## src/rtl/dac_ctl_pkg.sv

```systemverilog
package dac_ctl_pkg;
  typedef enum logic [3:0] {
    ST_IDLE, ST_ADDR, ST_ADDR_ACK, ST_CMD, ST_CMD_ACK,
    ST_WDATA, ST_WDATA_ACK, ST_RDATA, ST_RACK, ST_WAIT
  } bus_st_e;

  localparam logic [6:0] DEF_DEV_ADDR = 7'b1001000;
endpackage

```

## src/rtl/sbus_sync.sv

```systemverilog
module sbus_sync #(
  parameter int STAGES = 2
) (
  input  logic clk_i,
  input  logic rst_ni,
  input  logic scl_i,
  input  logic sda_i,
  output logic scl_o,
  output logic sda_o,
  output logic scl_rise_o,
  output logic scl_fall_o,
  output logic start_o,
  output logic stop_o
);
  logic [1:0] raw, synced, prev_q;
  assign raw = {scl_i, sda_i};

  for (genvar g = 0; g < 2; g++) begin : g_line
    logic [STAGES-1:0] chain_q;
    always_ff @(posedge clk_i or negedge rst_ni) begin
      if (!rst_ni) chain_q <= '1;  // idle bus is high
      else         chain_q <= {chain_q[STAGES-2:0], raw[g]};
    end
    assign synced[g] = chain_q[STAGES-1];
  end

  always_ff @(posedge clk_i or negedge rst_ni) begin
    if (!rst_ni) prev_q <= '1;
    else         prev_q <= synced;
  end

  assign scl_o      = synced[1];
  assign sda_o      = synced[0];
  assign scl_rise_o = synced[1] & ~prev_q[1];
  assign scl_fall_o = ~synced[1] & prev_q[1];
  // SDA edge with SCL held high on both samples
  assign start_o    = synced[1] & prev_q[1] & prev_q[0] & ~synced[0];
  assign stop_o     = synced[1] & prev_q[1] & ~prev_q[0] & synced[0];
endmodule

```

## src/rtl/sbus_engine.sv

```systemverilog
module sbus_engine
  import dac_ctl_pkg::*;
#(
  parameter logic [6:0] DEV_ADDR = DEF_DEV_ADDR,
  parameter int         BYTE_W   = 8
) (
  input  logic              clk_i,
  input  logic              rst_ni,
  input  logic              sda_s_i,
  input  logic              scl_rise_i,
  input  logic              scl_fall_i,
  input  logic              start_i,
  input  logic              stop_i,
  input  logic [BYTE_W-1:0] rd_data_i,
  output logic              sda_oe_o,
  output logic              wr_en_o,
  output logic [BYTE_W-1:0] wr_data_o,
  output logic [BYTE_W-1:0] ptr_o,
  output bus_st_e           state_o
);
  localparam int CNT_W = $clog2(BYTE_W + 1);
  localparam logic [CNT_W-1:0] CNT_FULL = CNT_W'(BYTE_W);
  localparam logic [CNT_W-1:0] CNT_ONE  = CNT_W'(1);

  bus_st_e           state_q;
  logic [CNT_W-1:0]  cnt_q;
  logic [BYTE_W-1:0] sh_q, ptr_q;
  logic              oe_q, rd_mode_q, mack_q, wr_en_q;

  always_ff @(posedge clk_i or negedge rst_ni) begin
    if (!rst_ni) begin
      state_q   <= ST_IDLE;
      cnt_q     <= '0;
      sh_q      <= '0;
      ptr_q     <= '0;
      oe_q      <= 1'b0;
      rd_mode_q <= 1'b0;
      mack_q    <= 1'b0;
      wr_en_q   <= 1'b0;
    end else begin
      wr_en_q <= 1'b0;
      if (start_i) begin
        state_q <= ST_ADDR;
        cnt_q   <= '0;
        oe_q    <= 1'b0;
      end else if (stop_i) begin
        state_q <= ST_IDLE;
        cnt_q   <= '0;
        oe_q    <= 1'b0;
      end else begin
        unique case (state_q)
          ST_ADDR, ST_CMD, ST_WDATA: begin
            if (scl_rise_i) begin
              sh_q  <= {sh_q[BYTE_W-2:0], sda_s_i};
              cnt_q <= cnt_q + CNT_ONE;
            end else if (scl_fall_i && cnt_q == CNT_FULL) begin
              cnt_q <= '0;
              if (state_q == ST_ADDR) begin
                if (sh_q[7:1] == DEV_ADDR) begin
                  oe_q      <= 1'b1;
                  rd_mode_q <= sh_q[0];
                  state_q   <= ST_ADDR_ACK;
                end else begin
                  state_q <= ST_WAIT;
                end
              end else if (state_q == ST_CMD) begin
                ptr_q   <= sh_q;
                oe_q    <= 1'b1;
                state_q <= ST_CMD_ACK;
              end else begin
                wr_en_q <= 1'b1;
                oe_q    <= 1'b1;
                state_q <= ST_WDATA_ACK;
              end
            end
          end
          ST_ADDR_ACK, ST_CMD_ACK, ST_WDATA_ACK: begin
            if (scl_rise_i) begin
              cnt_q <= CNT_ONE;
            end else if (scl_fall_i && cnt_q == CNT_ONE) begin
              cnt_q <= '0;
              if (state_q == ST_ADDR_ACK && rd_mode_q) begin
                sh_q    <= rd_data_i;
                oe_q    <= ~rd_data_i[BYTE_W-1];
                state_q <= ST_RDATA;
              end else begin
                oe_q    <= 1'b0;
                state_q <= (state_q == ST_ADDR_ACK) ? ST_CMD : ST_WDATA;
              end
            end
          end
          ST_RDATA: begin
            if (scl_rise_i) begin
              cnt_q <= cnt_q + CNT_ONE;
            end else if (scl_fall_i) begin
              if (cnt_q == CNT_FULL) begin
                cnt_q   <= '0;
                oe_q    <= 1'b0;
                state_q <= ST_RACK;
              end else begin
                sh_q <= {sh_q[BYTE_W-2:0], 1'b0};
                oe_q <= ~sh_q[BYTE_W-2];
              end
            end
          end
          ST_RACK: begin
            if (scl_rise_i) begin
              cnt_q  <= CNT_ONE;
              mack_q <= ~sda_s_i;
            end else if (scl_fall_i && cnt_q == CNT_ONE) begin
              cnt_q <= '0;
              if (mack_q) begin
                sh_q    <= rd_data_i;
                oe_q    <= ~rd_data_i[BYTE_W-1];
                state_q <= ST_RDATA;
              end else begin
                state_q <= ST_WAIT;
              end
            end
          end
          default: ;  // idle / wait: only start or stop matter
        endcase
      end
    end
  end

  assign sda_oe_o  = oe_q;
  assign wr_en_o   = wr_en_q;
  assign wr_data_o = sh_q;
  assign ptr_o     = ptr_q;
  assign state_o   = state_q;
endmodule

```

## src/rtl/dac_regfile.sv

```systemverilog
module dac_regfile #(
  parameter int NUM_REGS = 2,
  parameter int REG_W    = 8,
  parameter int PTR_W    = 8
) (
  input  logic                      clk_i,
  input  logic                      rst_ni,
  input  logic                      wr_en_i,
  input  logic [PTR_W-1:0]          ptr_i,
  input  logic [REG_W-1:0]          wr_data_i,
  output logic [NUM_REGS*REG_W-1:0] regs_o,
  output logic [REG_W-1:0]          rd_data_o
);
  for (genvar i = 0; i < NUM_REGS; i++) begin : g_reg
    logic [REG_W-1:0] r_q;
    always_ff @(posedge clk_i or negedge rst_ni) begin
      if (!rst_ni)                              r_q <= '0;
      else if (wr_en_i && ptr_i == PTR_W'(i))   r_q <= wr_data_i;
    end
    assign regs_o[i*REG_W +: REG_W] = r_q;
  end

  always_comb begin
    rd_data_o = '0;
    for (int i = 0; i < NUM_REGS; i++)
      if (ptr_i == PTR_W'(i)) rd_data_o = regs_o[i*REG_W +: REG_W];
  end
endmodule

```

## src/rtl/dac_ctl_slave.sv

```systemverilog
module dac_ctl_slave
  import dac_ctl_pkg::*;
#(
  parameter logic [6:0] DEV_ADDR    = DEF_DEV_ADDR,
  parameter int         SYNC_STAGES = 2,
  parameter int         REG_W       = 8
) (
  input  logic             clk_i,
  input  logic             rst_ni,
  input  logic             scl_i,
  input  logic             sda_i,
  output logic             sda_oe_o,
  output logic [REG_W-1:0] dac_o,
  output logic [REG_W-1:0] cfg_o
);
  localparam int NUM_REGS = 2;

  logic scl_s, sda_s, scl_rise, scl_fall, start, stop;
  logic wr_en;
  logic [REG_W-1:0] wr_data, ptr, rd_data;
  logic [NUM_REGS*REG_W-1:0] regs;
  bus_st_e state;

  sbus_sync #(.STAGES(SYNC_STAGES)) u_sync (
    .clk_i, .rst_ni, .scl_i, .sda_i,
    .scl_o(scl_s), .sda_o(sda_s), .scl_rise_o(scl_rise),
    .scl_fall_o(scl_fall), .start_o(start), .stop_o(stop)
  );

  sbus_engine #(.DEV_ADDR(DEV_ADDR), .BYTE_W(REG_W)) u_engine (
    .clk_i, .rst_ni, .sda_s_i(sda_s), .scl_rise_i(scl_rise),
    .scl_fall_i(scl_fall), .start_i(start), .stop_i(stop),
    .rd_data_i(rd_data), .sda_oe_o, .wr_en_o(wr_en),
    .wr_data_o(wr_data), .ptr_o(ptr), .state_o(state)
  );

  dac_regfile #(.NUM_REGS(NUM_REGS), .REG_W(REG_W), .PTR_W(REG_W)) u_regs (
    .clk_i, .rst_ni, .wr_en_i(wr_en), .ptr_i(ptr), .wr_data_i(wr_data),
    .regs_o(regs), .rd_data_o(rd_data)
  );

  assign dac_o = regs[0 +: REG_W];
  assign cfg_o = regs[REG_W +: REG_W];
endmodule

```

## config.mk

```make
export PLATFORM = sky130hd
export DESIGN_NAME = dac_ctl_slave
export DESIGN_NICKNAME = d
export VERILOG_FILES = /design/src/rtl/dac_ctl_pkg.sv /design/src/rtl/sbus_sync.sv /design/src/rtl/sbus_engine.sv /design/src/rtl/dac_regfile.sv /design/src/rtl/dac_ctl_slave.sv
export SDC_FILE = /design/constraint.sdc
export NUM_CORES = 1
export LEC_CHECK = 0
export BUFFER_PORTS_ARGS = -buffer_cell sky130_fd_sc_hd__buf_2
export CAP_MARGIN = 10
export CORE_ASPECT_RATIO = 1.1
export CORE_UTILIZATION = 35
export DETAILED_ROUTE_END_ITERATION = 16
export PLACE_DENSITY = 0.59
export SYNTH_ARGS = -nofsm -noshare
export SYNTH_HDL_FRONTEND = slang
export SYNTH_SLANG_ARGS = --single-unit
```

## constraint.sdc

```tcl
create_clock -name clk_i -period 1.98 [get_ports clk_i]
set_input_delay 0.099 -clock clk_i [delete_from_list [all_inputs] [get_ports clk_i]]
set_output_delay 0.099 -clock clk_i [all_outputs]
set_load 0.01 [all_outputs]
```

---- Word level (Yosys, flattened, before mapping) ----
Cells that the tools add are included.
W data, S select, Z words.
operators by class
  add/subtract/negate cells ............... 1
  equal/unequal tests ..................... 37
  multiplexer cells ....................... 64
  bitwise operators ....................... 17
  reduce and logical (&&, ||, !) cells .... 19
operator list
  operator              count
  $mux W4               24
  $mux W8               12
  $pmux W8 S4           1
  $ne A4 B3 Y1 const B  6
  $mux W1               22
  $eq A4 B3 Y1 const B  4
  $ne A4 B4 Y1 const B  4
  $pmux W4 S4           1
  $ne A5 B4 Y1 const B  3
  $reduce_and A7 Y1     2
  $reduce_and A13 Y1    1
  $pmux W4 S3           1
  $reduce_and A11 Y1    1
  $ne A2 B1 Y1 const B  5
  $ne A2 B2 Y1 const B  5
  $not A1 Y1            10
  $reduce_and A10 Y1    1
  $eq A4 B1 Y1 const B  2
  $eq A4 B2 Y1 const B  2
  $eq A4 B4 Y1 const B  2
  $eq A8 B1 Y1 const B  1
  $logic_not A8 Y1      1
  $and A1 B1 Y1         7
  $eq A7 B7 Y1 const B  1
  other kinds (14)      19
storage, ports and cells
  register bits ........................... 50
  bits of input ports ..................... 4
  output and inout port bits .............. 17
  word-level logic and storage cells ...... 151

---- Depth between registers and ports, before layout ----
Gate-level depths: netlist (run 1).
  word-level depth ........................ 10
  depth in mapped cells ................... 8
  mapped depth without buffers ............ 7

---- Cells and area by module ----
A second synthesis (run 1) with hierarchy kept.
second synthesis, totals
  cells, all modules ...................... 244
  area, all modules ....................... 2792.7 um2
modules (own cells, without submodules)
  module       instances  cells each  area an instance (um2)  sequential area each (um2)
  sbus_engine  1          180         1844.3                  700.7
  dac_regfile  1          54          758.2                   400.4
  sbus_sync    1          10          190.2                   157.7

---- Worst setup path after synthesis (run 1) ----
OpenSTA, ideal clock, no wires.
  kind .................................... flip-flop to flip-flop
  start ................................... register u_engine.cnt_q[0]
  end ..................................... register u_engine.ptr_q[0], in the netlist u_engine.ptr_o[0]
  setup time .............................. 0.125 ns
  arrival ................................. 1.776 ns
  required time ........................... 1.855 ns
  slack ................................... 0.080 ns
  stages on the path, launching flop included .. 9
  buffers on the path ..................... 1
  clock period less this slack ............ 1.900 ns
  cells stage by stage .................... dfrtp_1 inv_1 ha_1 nand3b_1 nor2_1 nand2_1 or3_1 buf_2 mux2_2
on the way
  cells in the longest elaborated chain, start to end .. 3
ends and longest elaborated chain
  item                         line               source
  start, declared              sbus_engine.sv:26  logic [CNT_W-1:0] cnt_q;
  start signal, assigned       sbus_engine.sv:55  cnt_q <= cnt_q + CNT_ONE;
  start signal, assigned       sbus_engine.sv:94  cnt_q <= cnt_q + CNT_ONE;
  $eq A4 B4 Y1                 sbus_engine.sv:56  end else if (scl_fall_i && cnt_q == CNT_FULL) begin
  $logic_and A1 B1 Y1          sbus_engine.sv:56
  $reduce_and A7 Y1 (no line)  -
  end signal, assigned         sbus_engine.sv:67  ptr_q <= sh_q;
  end, declared                sbus_engine.sv:27  logic [BYTE_W-1:0] sh_q, ptr_q;
Every way passes these cells.
A chain may end at the register's enable or synchronous reset.

---- Worst setup path in the final report (run 1) ----
  start ................................... register u_engine.cnt_q[1]
  end ..................................... register u_engine.rd_mode_q
on the way
  cells in the longest elaborated chain, start to end .. 3
ends and longest elaborated chain
  item                         line               source
  $eq A4 B4 Y1                 sbus_engine.sv:56
  $logic_and A1 B1 Y1          sbus_engine.sv:56
  $reduce_and A7 Y1 (no line)  -
  end signal, assigned         sbus_engine.sv:61  rd_mode_q <= sh_q[0];
  end, declared                sbus_engine.sv:28  logic oe_q, rd_mode_q, mack_q, wr_en_q;
Every way passes these cells.

==> results.yml, run 1 <==
setup_path:
  critPathCaptureType: "flop"
  arrival_ns: 2.12
  cp-start-kind: "flop"
  cp.required_ns: 2.18
  path_class: "flop to flop"
  cp_max_fo: 4
placement:
  routabilityCongestion: 0.849
  dpl.hpwl_mm: 4.30
  io_buffers: 20
  dpl-instance-area_mm2: 0.00304
die:
  die_area_mm2: 0.00776
  die-width_um: 84.1
  initial_core_util: 0.366
  core.rowCount: 32
  core-area_mm2: 0.00709
  die_h_um: 92.3
  io_pins: 21
layout:
  multi_input_area_mm2: 0.00135
  regArea_mm2: 0.00126
  fin_nets: 291
  num-fill-cells: 679
  syn2layout_area_growth_pct: 26.7
  layout_common_cells: "44 x dfrtp_1, 34 x mux2_2, 33 x buf_4"
  antenna_cells: 0
  drive_gt1_frac: 0.453
  fin_area_mm2: 0.00329
  final_common_cell: "dfrtp_1"
detailed_routing:
  wl_per_cell_um: 16.3
  ant_nets: 0
  dr.pass1.iters: 10
  finalWirelength_mm: 6.04
  drt_iter0_drc: 101
  viasPerCell: 5.37
  vias: 1986
  drc: 4
synthesis:
  ys_seq_area_frac: 0.485
  avgSynthCellArea_um2: 11.5
  synth_ff_type: "dfrtp_1"
  synth_cell_types: 53
  syn_nets: 232
  synthCells: 225
  async_flop_share: 1.00
  ys_seq_elements: 50
  syn_area_mm2: 0.00259
  ys_warn_count: 0
  synth_edf_count: 0
status:
  violations: "design-rule violations"
  outcome: "complete, but fails checks"
global_routing:
  overflow: 0
  antenna_found_initial: 0
  grt_pass1_wl_mm: 9.78
  grt.total_usage: 0.163
  grt_pass1_vias: 1975
  grt_max_degree: 51
sta:
  finalCritPeriodShare: 0.971
  fin_skew_ns: 0.0103
  fin_crit_ns: 1.92
  tightest_slew_ns: 0.637
  maxSlewViolCount: 0
  setup_violations: 0
  fmax_mhz: 520
  rsz0062_at_grt: "yes"
  hold_ws_ns: 0.356
  max_slew_margin: 0.575
  hold_violations: 0
clocking:
  clk_pin_slew_worst_paths_ns: 0.09
  clk_latency_ns: 0.31
  cts_tree: "done"
  cts_buffers: 5
  clock_path_buffers: 2
  cts.sinks: 50
  root_buffer: "clkbuf_8"
  htreeDepth: 2
flow_run:
  drv_cap: 0
power_and_ir_drop:
  ir_drop_mv: 0.434
  leakage_nw: 1.51
  powerDensity_mw_per_mm2: 722
min_path:
  hp-class: "flop to flop"
-- synth_stat cells (all sizes together), types with 2 or more instances --
library cell | count | area, um^2
o2bb2ai | 2 | 17.5
and2 | 2 | 12.5
nor4 | 2 | 27.5
a31oi | 2 | 12.5
nor2 | 10 | 37.5
nand2 | 22 | 82.6
o31ai | 4 | 30.0
mux2 | 35 | 394
nand2b | 4 | 32.5
o211ai | 2 | 20.0
nand3 | 6 | 35.0
clkbuf | 5 | 18.8
nor2b | 5 | 31.3
mux2i | 8 | 80.1
nor3 | 3 | 20.0
dfrtp | 44 | 1100
ha | 3 | 37.5
buf | 4 | 32.5
o22ai | 4 | 38.8
dfstp | 6 | 158
nor3b | 2 | 15.0
a22oi | 2 | 20.0
inv | 5 | 18.8
o21ai | 16 | 80.1
nand3b | 2 | 18.8
a21oi | 5 | 25.0
a32oi | 2 | 17.5
xor2 | 2 | 17.5
-- registers in the layout, summed over array words and instances, names as in the netlist --
name,cells
u_regs.g.r_q,16
u_engine.ptr_o,8
u_engine.wr_data_o,8
u_engine.cnt_q,4
u_engine.state_o,4
u_sync.g_line.chain_q,4
u_sync.prev_q,2
u_engine.mack_q,1
u_engine.rd_mode_q,1
u_engine.sda_oe_o,1
u_engine.wr_en_o,1
-- path summary, 6_finish.rpt --
| check | slack, ns | cells after the start | from | end |
|---|---|---|---|---|
| worst max-delay path | 0.06 | 8 | u_engine.cnt_q[1] | u_engine.rd_mode_q |
| worst min-delay path | 0.36 | 0 | u_sync.g_line[1].chain_q[0] | u_sync.g_line[1].chain_q[1] |
| worst max register to register | 0.06 | 8 | u_engine.cnt_q[1] | u_engine.rd_mode_q |
| worst min register to register | 0.36 | 0 | u_sync.g_line[1].chain_q[0] | u_sync.g_line[1].chain_q[1] |
| max in group asynchronous | 1.12 | 3 | rst_ni | u_engine.wr_data_o[2] |
| min in group asynchronous | 0.41 | 3 | rst_ni | u_regs.g_reg[1].r_q[7] |
-- layer usage --
metal	part of all wire	global-route usage	wire length [um]	vias up
met2	0.52	0.298	3120	49
met4	0.014	0.0517	82	0
li1	-	-	-	943
met3	0.032	0.0288	196	9
met5	0	0	0	-
met1	0.44	0.192	2640	985
-- final cells by class --
type | instances | area share
Inverter | 5 | 0.00571
Sequential cell | 50 | 0.383
Clock buffer | 6 | 0.0221
Multi-Input combinational cell | 161 | 0.412
Clock inverter | 2 | 0.00457
Tap cell | 85 | 0.0324
Timing Repair Buffer | 61 | 0.140
-- worst max-delay path: stages, from the launching register on --
cell      delay [ns]
dfrtp_1         0.38
inv_1           0.10
ha_1            0.17
nand3b_1        0.13
nor2_2          0.21
nand2_1         0.11
buf_4           0.17
nor4_4          0.24
mux2_4          0.32
-- cell families after synthesis --
group / after synthesis / share of synthesized area
and+or+nand+nor: 66 / 0.147
DFF: 50 / 0.485
AOI/OAI and AO/OA: 47 / 0.137
muxes: 43 / 0.183
buffers and inverters: 14 / 0.0270
adders and majority gates: 3 / 0.0145
xor gates and xnor gates: 2 / 0.00675
-- report_power, final --
| group | total (W) | internal (W) | switching [W] |
|---|---|---|---|
| Clock | 0.000602 | 0.000250 | 0.000352 |
| Combinational | 0.000607 | 0.000293 | 0.000314 |
| Sequential | 0.00116 | 0.00109 | 0.0000774 |
-- repair_timing --
action | CTS | global route
hold endpoints to repair | 46 | 0
buffers inserted | 1 | 2
pin swaps | 1 | 8
gates resized for setup | 6 | 14
endpoints found under the setup margin | 34 | 27
hold buffers | 3 | 0
-- stage by stage --
step           power, W  setup WS, ns  utilization  setup TNS [ns]  cells
6_report        0.00237        0.0565        0.464               0    370
5_1_grt         0.00250       -0.0306        0.464          -0.103    370
4_1_cts         0.00236       0.00923        0.450               0    368
3_5_place_dp    0.00174       -0.0629        0.428          -0.903    356
3_3_place_gp    0.00173       -0.0513        0.428          -0.615    356
2_1_floorplan   0.00151        0.0796            -               0    225
(Power assumes the default switching activity.)
==> run 2, diff against run 1 <==
Settings changed: RECOVER_POWER set to 100.
==> results.yml, run 2 (synthesized netlist as in run 1, its figures left out) <==
detailed_routing:
  wl_per_cell_um: 16.4
  routedLengthMet1_mm: 2.65
  ant_nets: 0
  finalWirelength_mm: 6.06
  viasPerCell: 5.42
  wl_met2_mm: 3.14
  vias: 2004
  topRoutingLayerUsed: "met4"
  dr.pass1.iters: 10
  wl_met3_um: 191
  drt_iter0_drc: 81
  drc: 4
sta:
  setup_violations: 0
  tightest_slew_ns: 1.24
  hold_ws_ns: 0.355
  fin_ws_ns: 0.0561
  fmax_mhz: 520
  rsz0062_at_grt: "yes"
  fin_skew_ns: 0.0110
  fin_crit_ns: 1.92
  maxSlewViolCount: 0
  finalCritPeriodShare: 0.972
  hold_violations: 0
  max_slew_margin: 0.170
die:
  die-width_um: 84.1
  die_h_um: 92.3
  io_pins: 21
  core.rowCount: 32
  core-area_mm2: 0.00709
  die_area_mm2: 0.00776
  initial_core_util: 0.366
placement:
  routabilityCongestion: 0.849
  io_buffers: 20
  post-place-cells: 356
  pre_cts_slack_ns: -0.0629
  dpl-instance-area_mm2: 0.00304
  dpl.hpwl_mm: 4.30
status:
  outcome: "complete, but fails checks"
  violations: "design-rule violations"
min_path:
  hp-class: "flop to flop"
layout:
  drive_gt1_frac: 0.389
  regArea_mm2: 0.00126
  largest_register_ffs: 16
  fin_nets: 291
  instances_no_fill: 370
  num-fill-cells: 688
  post-route-util: 0.457
  final_common_cell: "dfrtp_1"
  multi_input_area_mm2: 0.00133
  syn2layout_area_growth_pct: 25.0
  fin_area_mm2: 0.00324
  layout_common_cells: "44 x dfrtp_1, 34 x mux2_2, 32 x buf_4"
  antenna_cells: 0
  top_register: "u_regs.g.r_q"
clocking:
  htreeDepth: 2
  cts_buffers: 5
  clock_path_buffers: 2
  root_buffer: "clkbuf_8"
  cts.sinks: 50
  clk_pin_slew_worst_paths_ns: 0.09
  clk_latency_ns: 0.31
  cts_tree: "done"
setup_path:
  cp-start-kind: "flop"
  critPathMaxStageDelay_ns: 0.58
  crit_chain: "or4b_4 > o21a_1 > buf_12 > o32ai_2 > nor2_1 > mux2_2"
  cp_max_fo: 7
  arrival_ns: 2.12
  critPathCaptureType: "flop"
  cp.required_ns: 2.18
  path_class: "flop to flop"
  slowest_stage: "or4b_4"
power_and_ir_drop:
  ir_drop_mv: 0.436
  leakage_nw: 1.43
  powerDensity_mw_per_mm2: 732
global_routing:
  overflow: 0
  antenna_found_initial: 0
  grt_max_degree: 51
  grt_pass1_wl_mm: 9.78
  grt_pass1_vias: 1975
  grt.total_usage: 0.163
flow_run:
  drv_cap: 0
[run 2: cell count changes in the layout (fill, tap and decap cells not counted), sizes merged]
cell	change
buf	-18
clkbuf	+18
[run 2: power breakdown]
part           internal, W  leakage (nW)  switching (W)  total [W]
registers          0.00109         0.673      0.0000781    0.00116
logic             0.000292         0.717       0.000312   0.000604
clock network     0.000250        0.0374       0.000354   0.000604
total              0.00163          1.43       0.000744    0.00237
[run 2: final timing paths]
path | from | to | slack (ns) | cells after the start
setup / recovery | u_engine.state_o[1] | u_engine.state_o[0] | 0.06 | 6
hold / removal | u_sync.g_line[1].chain_q[0] | u_sync.g_line[1].chain_q[1] | 0.35 | 0
setup reg to reg | u_engine.state_o[1] | u_engine.state_o[0] | 0.06 | 6
hold reg to reg | u_sync.g_line[1].chain_q[0] | u_sync.g_line[1].chain_q[1] | 0.35 | 0
max in group asynchronous | rst_ni | u_engine.wr_data_o[2] | 0.56 | 3
min in group asynchronous | rst_ni | u_regs.g_reg[1].r_q[7] | 0.65 | 3
[run 2: final cells by class]
cell class,count,area share
Tap cell,85,0.0328
Multi-Input combinational cell,161,0.411
Sequential cell,50,0.388
Clock buffer,6,0.0224
Clock inverter,2,0.00463
Inverter,5,0.00579
Timing Repair Buffer,61,0.135
[run 2: what timing repair did]
| item | in CTS | in global routing |
|---|---|---|
| setup endpoints to repair | 34 | 27 |
| hold endpoints to repair | 46 | 0 |
| hold buffers | 3 | 0 |
| pin swaps | 1 | 8 |
| buffers inserted | 1 | 2 |
| resized for setup | 6 | 14 |
[run 2: layer usage]
| layer | up-vias | global-route usage |
|---|---|---|
| met5 | - | 0 |
| met4 | 0 | 0.0517 |
| met3 | 9 | 0.0288 |
| met2 | 46 | 0.298 |
| met1 | 1008 | 0.192 |
| li1 | 941 | - |
[run 2: through the flow]
step | total power [W] | setup TNS [ns]
floorplan | 0.00151 | 0
finish | 0.00237 | 0
CTS | 0.00236 | 0
global placement | 0.00173 | -0.615
global route | 0.00249 | -0.268
detailed placement | 0.00174 | -0.903
[run 2: worst max-delay path, delay by kind of cell, from the launching register on]
family                 cells  cell delay (ns)
AO/OA/AOI/OAI              2             0.33
flip-flops                 1             0.38
buffers and inverters      1             0.15
AND/OR/NAND/NOR            2             0.67
multiplexers               1             0.27
==> run 3, diff against run 2 <==
Settings changed: RECOVER_POWER 100 to 50.
==> results.yml, run 3 (synthesized netlist as in run 1, its figures left out) <==
global_routing:
  grt_pass1_vias: 1975
  grt.total_usage: 0.163
  antenna_found_initial: 0
  grt_max_degree: 51
  overflow: 0
  grt_pass1_wl_mm: 9.78
die:
  die_h_um: 92.3
  io_pins: 21
  initial_core_util: 0.366
  core-area_mm2: 0.00709
  die-width_um: 84.1
  core.rowCount: 32
  die_area_mm2: 0.00776
detailed_routing:
  dr.pass1.iters: 10
  finalWirelength_mm: 6.03
  ant_nets: 0
  wl_per_cell_um: 16.3
  drt_iter0_drc: 104
  vias: 1974
  drc: 4
  viasPerCell: 5.34
layout:
  multi_input_area_mm2: 0.00135
  largest_register_ffs: 16
  antenna_cells: 0
  top_register: "u_regs.g.r_q"
  regArea_mm2: 0.00126
  layout_common_cells: "44 x dfrtp_1, 34 x mux2_2, 32 x buf_4"
  drive_gt1_frac: 0.393
  syn2layout_area_growth_pct: 25.8
  fin_nets: 291
  num-fill-cells: 685
  instances_no_fill: 370
  final_common_cell: "dfrtp_1"
sta:
  max_slew_margin: 0.178
  tightest_slew_ns: 1.23
  maxSlewViolCount: 0
  finalCritPeriodShare: 0.971
  fin_crit_ns: 1.92
  fin_skew_ns: 0.0103
  rsz0062_at_grt: "yes"
  fin_ws_ns: 0.0579
  hold_violations: 0
  fmax_mhz: 520
  setup_violations: 0
setup_path:
  path_class: "flop to flop"
  cp-start-kind: "flop"
  crit_chain: "inv_1 > ha_1 > nand3b_1 > nor2_2 > nand2_1 > buf_4 > nor4_4 > mux2_4"
  critPathMaxStageDelay_ns: 0.38
  cp.required_ns: 2.18
  arrival_ns: 2.12
  slowest_stage: "dfrtp_1"
  critPathCaptureType: "flop"
  cp_max_fo: 4
placement:
  pre_cts_slack_ns: -0.0629
  routabilityCongestion: 0.849
  io_buffers: 20
  dpl.hpwl_mm: 4.30
  post-place-cells: 356
clocking:
  htreeDepth: 2
  root_buffer: "clkbuf_8"
  clk_latency_ns: 0.31
  clk_pin_slew_worst_paths_ns: 0.09
  cts_buffers: 5
  clock_path_buffers: 2
  cts_tree: "done"
  cts.sinks: 50
status:
  outcome: "complete, but fails checks"
  violations: "design-rule violations"
flow_run:
  drv_cap: 0
power_and_ir_drop:
  leakage_nw: 1.44
  powerDensity_mw_per_mm2: 727
  ir_drop_mv: 0.434
min_path:
  hp-class: "flop to flop"
==> run 3: path summary, 6_finish.rpt <==
kind | from | end | slack, ns | depth (start not counted)
max in group asynchronous | rst_ni | u_engine.wr_data_o[2] | 0.57 | 3
max reg2reg | u_engine.cnt_q[1] | u_engine.rd_mode_q | 0.06 | 8
min in group asynchronous | rst_ni | u_regs.g_reg[1].r_q[7] | 0.65 | 3
max | u_engine.cnt_q[1] | u_engine.rd_mode_q | 0.06 | 8
min reg2reg | u_sync.g_line[1].chain_q[0] | u_sync.g_line[1].chain_q[1] | 0.36 | 0
min | u_sync.g_line[1].chain_q[0] | u_sync.g_line[1].chain_q[1] | 0.36 | 0
==> run 3: report_power, final <==
part,switching (W),internal (W)
Clock,0.000353,0.000250
Sequential,0.0000773,0.00109
Combinational,0.000315,0.000293
==> run 3: per-stage QoR <==
stage / hold slack, ns / power [W] / utilization / instance area [um^2] / setup TNS [ns]
detailed placement: 0.207 / 0.00174 / 0.428 / 3040 / -0.903
CTS: 0.364 / 0.00236 / 0.450 / 3190 / 0
global route: 0.360 / 0.00250 / 0.460 / 3260 / -0.103
floorplan: -0.197 / 0.00151 / - / 2590 / 0
finish: 0.356 / 0.00237 / 0.460 / 3260 / 0
global placement: 0.205 / 0.00173 / 0.428 / 3040 / -0.615
==> run 3: final cells by class <==
type	count	area share
multi-input cells	161	0.415
flip-flops and latches	50	0.386
repair buffers	61	0.134
well taps	85	0.0326
clock buffers	6	0.0222
inverters	5	0.00575
clock inverters	2	0.00460
==> run 3: repair_timing <==
item                                   CTS  global route
resized for setup                        6            14
setup endpoints to repair               34            27
pin swaps                                1             8
hold buffers                             3             0
endpoints found under the hold margin   46             0
setup buffers                            1             2
==> run 3: metal layers <==
metal	up-vias	track usage	part of all wire
met5	-	0	0
met4	0	0.0517	0.014
met3	9	0.0288	0.028
met2	42	0.298	0.52
met1	979	0.192	0.44
li1	944	-	-
==> run 3: critical path: cells and delay by family (launching register included) <==
family	cells	cell delay, ns
buffers and inverters	2	0.27
DFF	1	0.38
muxes	1	0.32
adders and majority gates	1	0.17
and+or+nand+nor	4	0.69
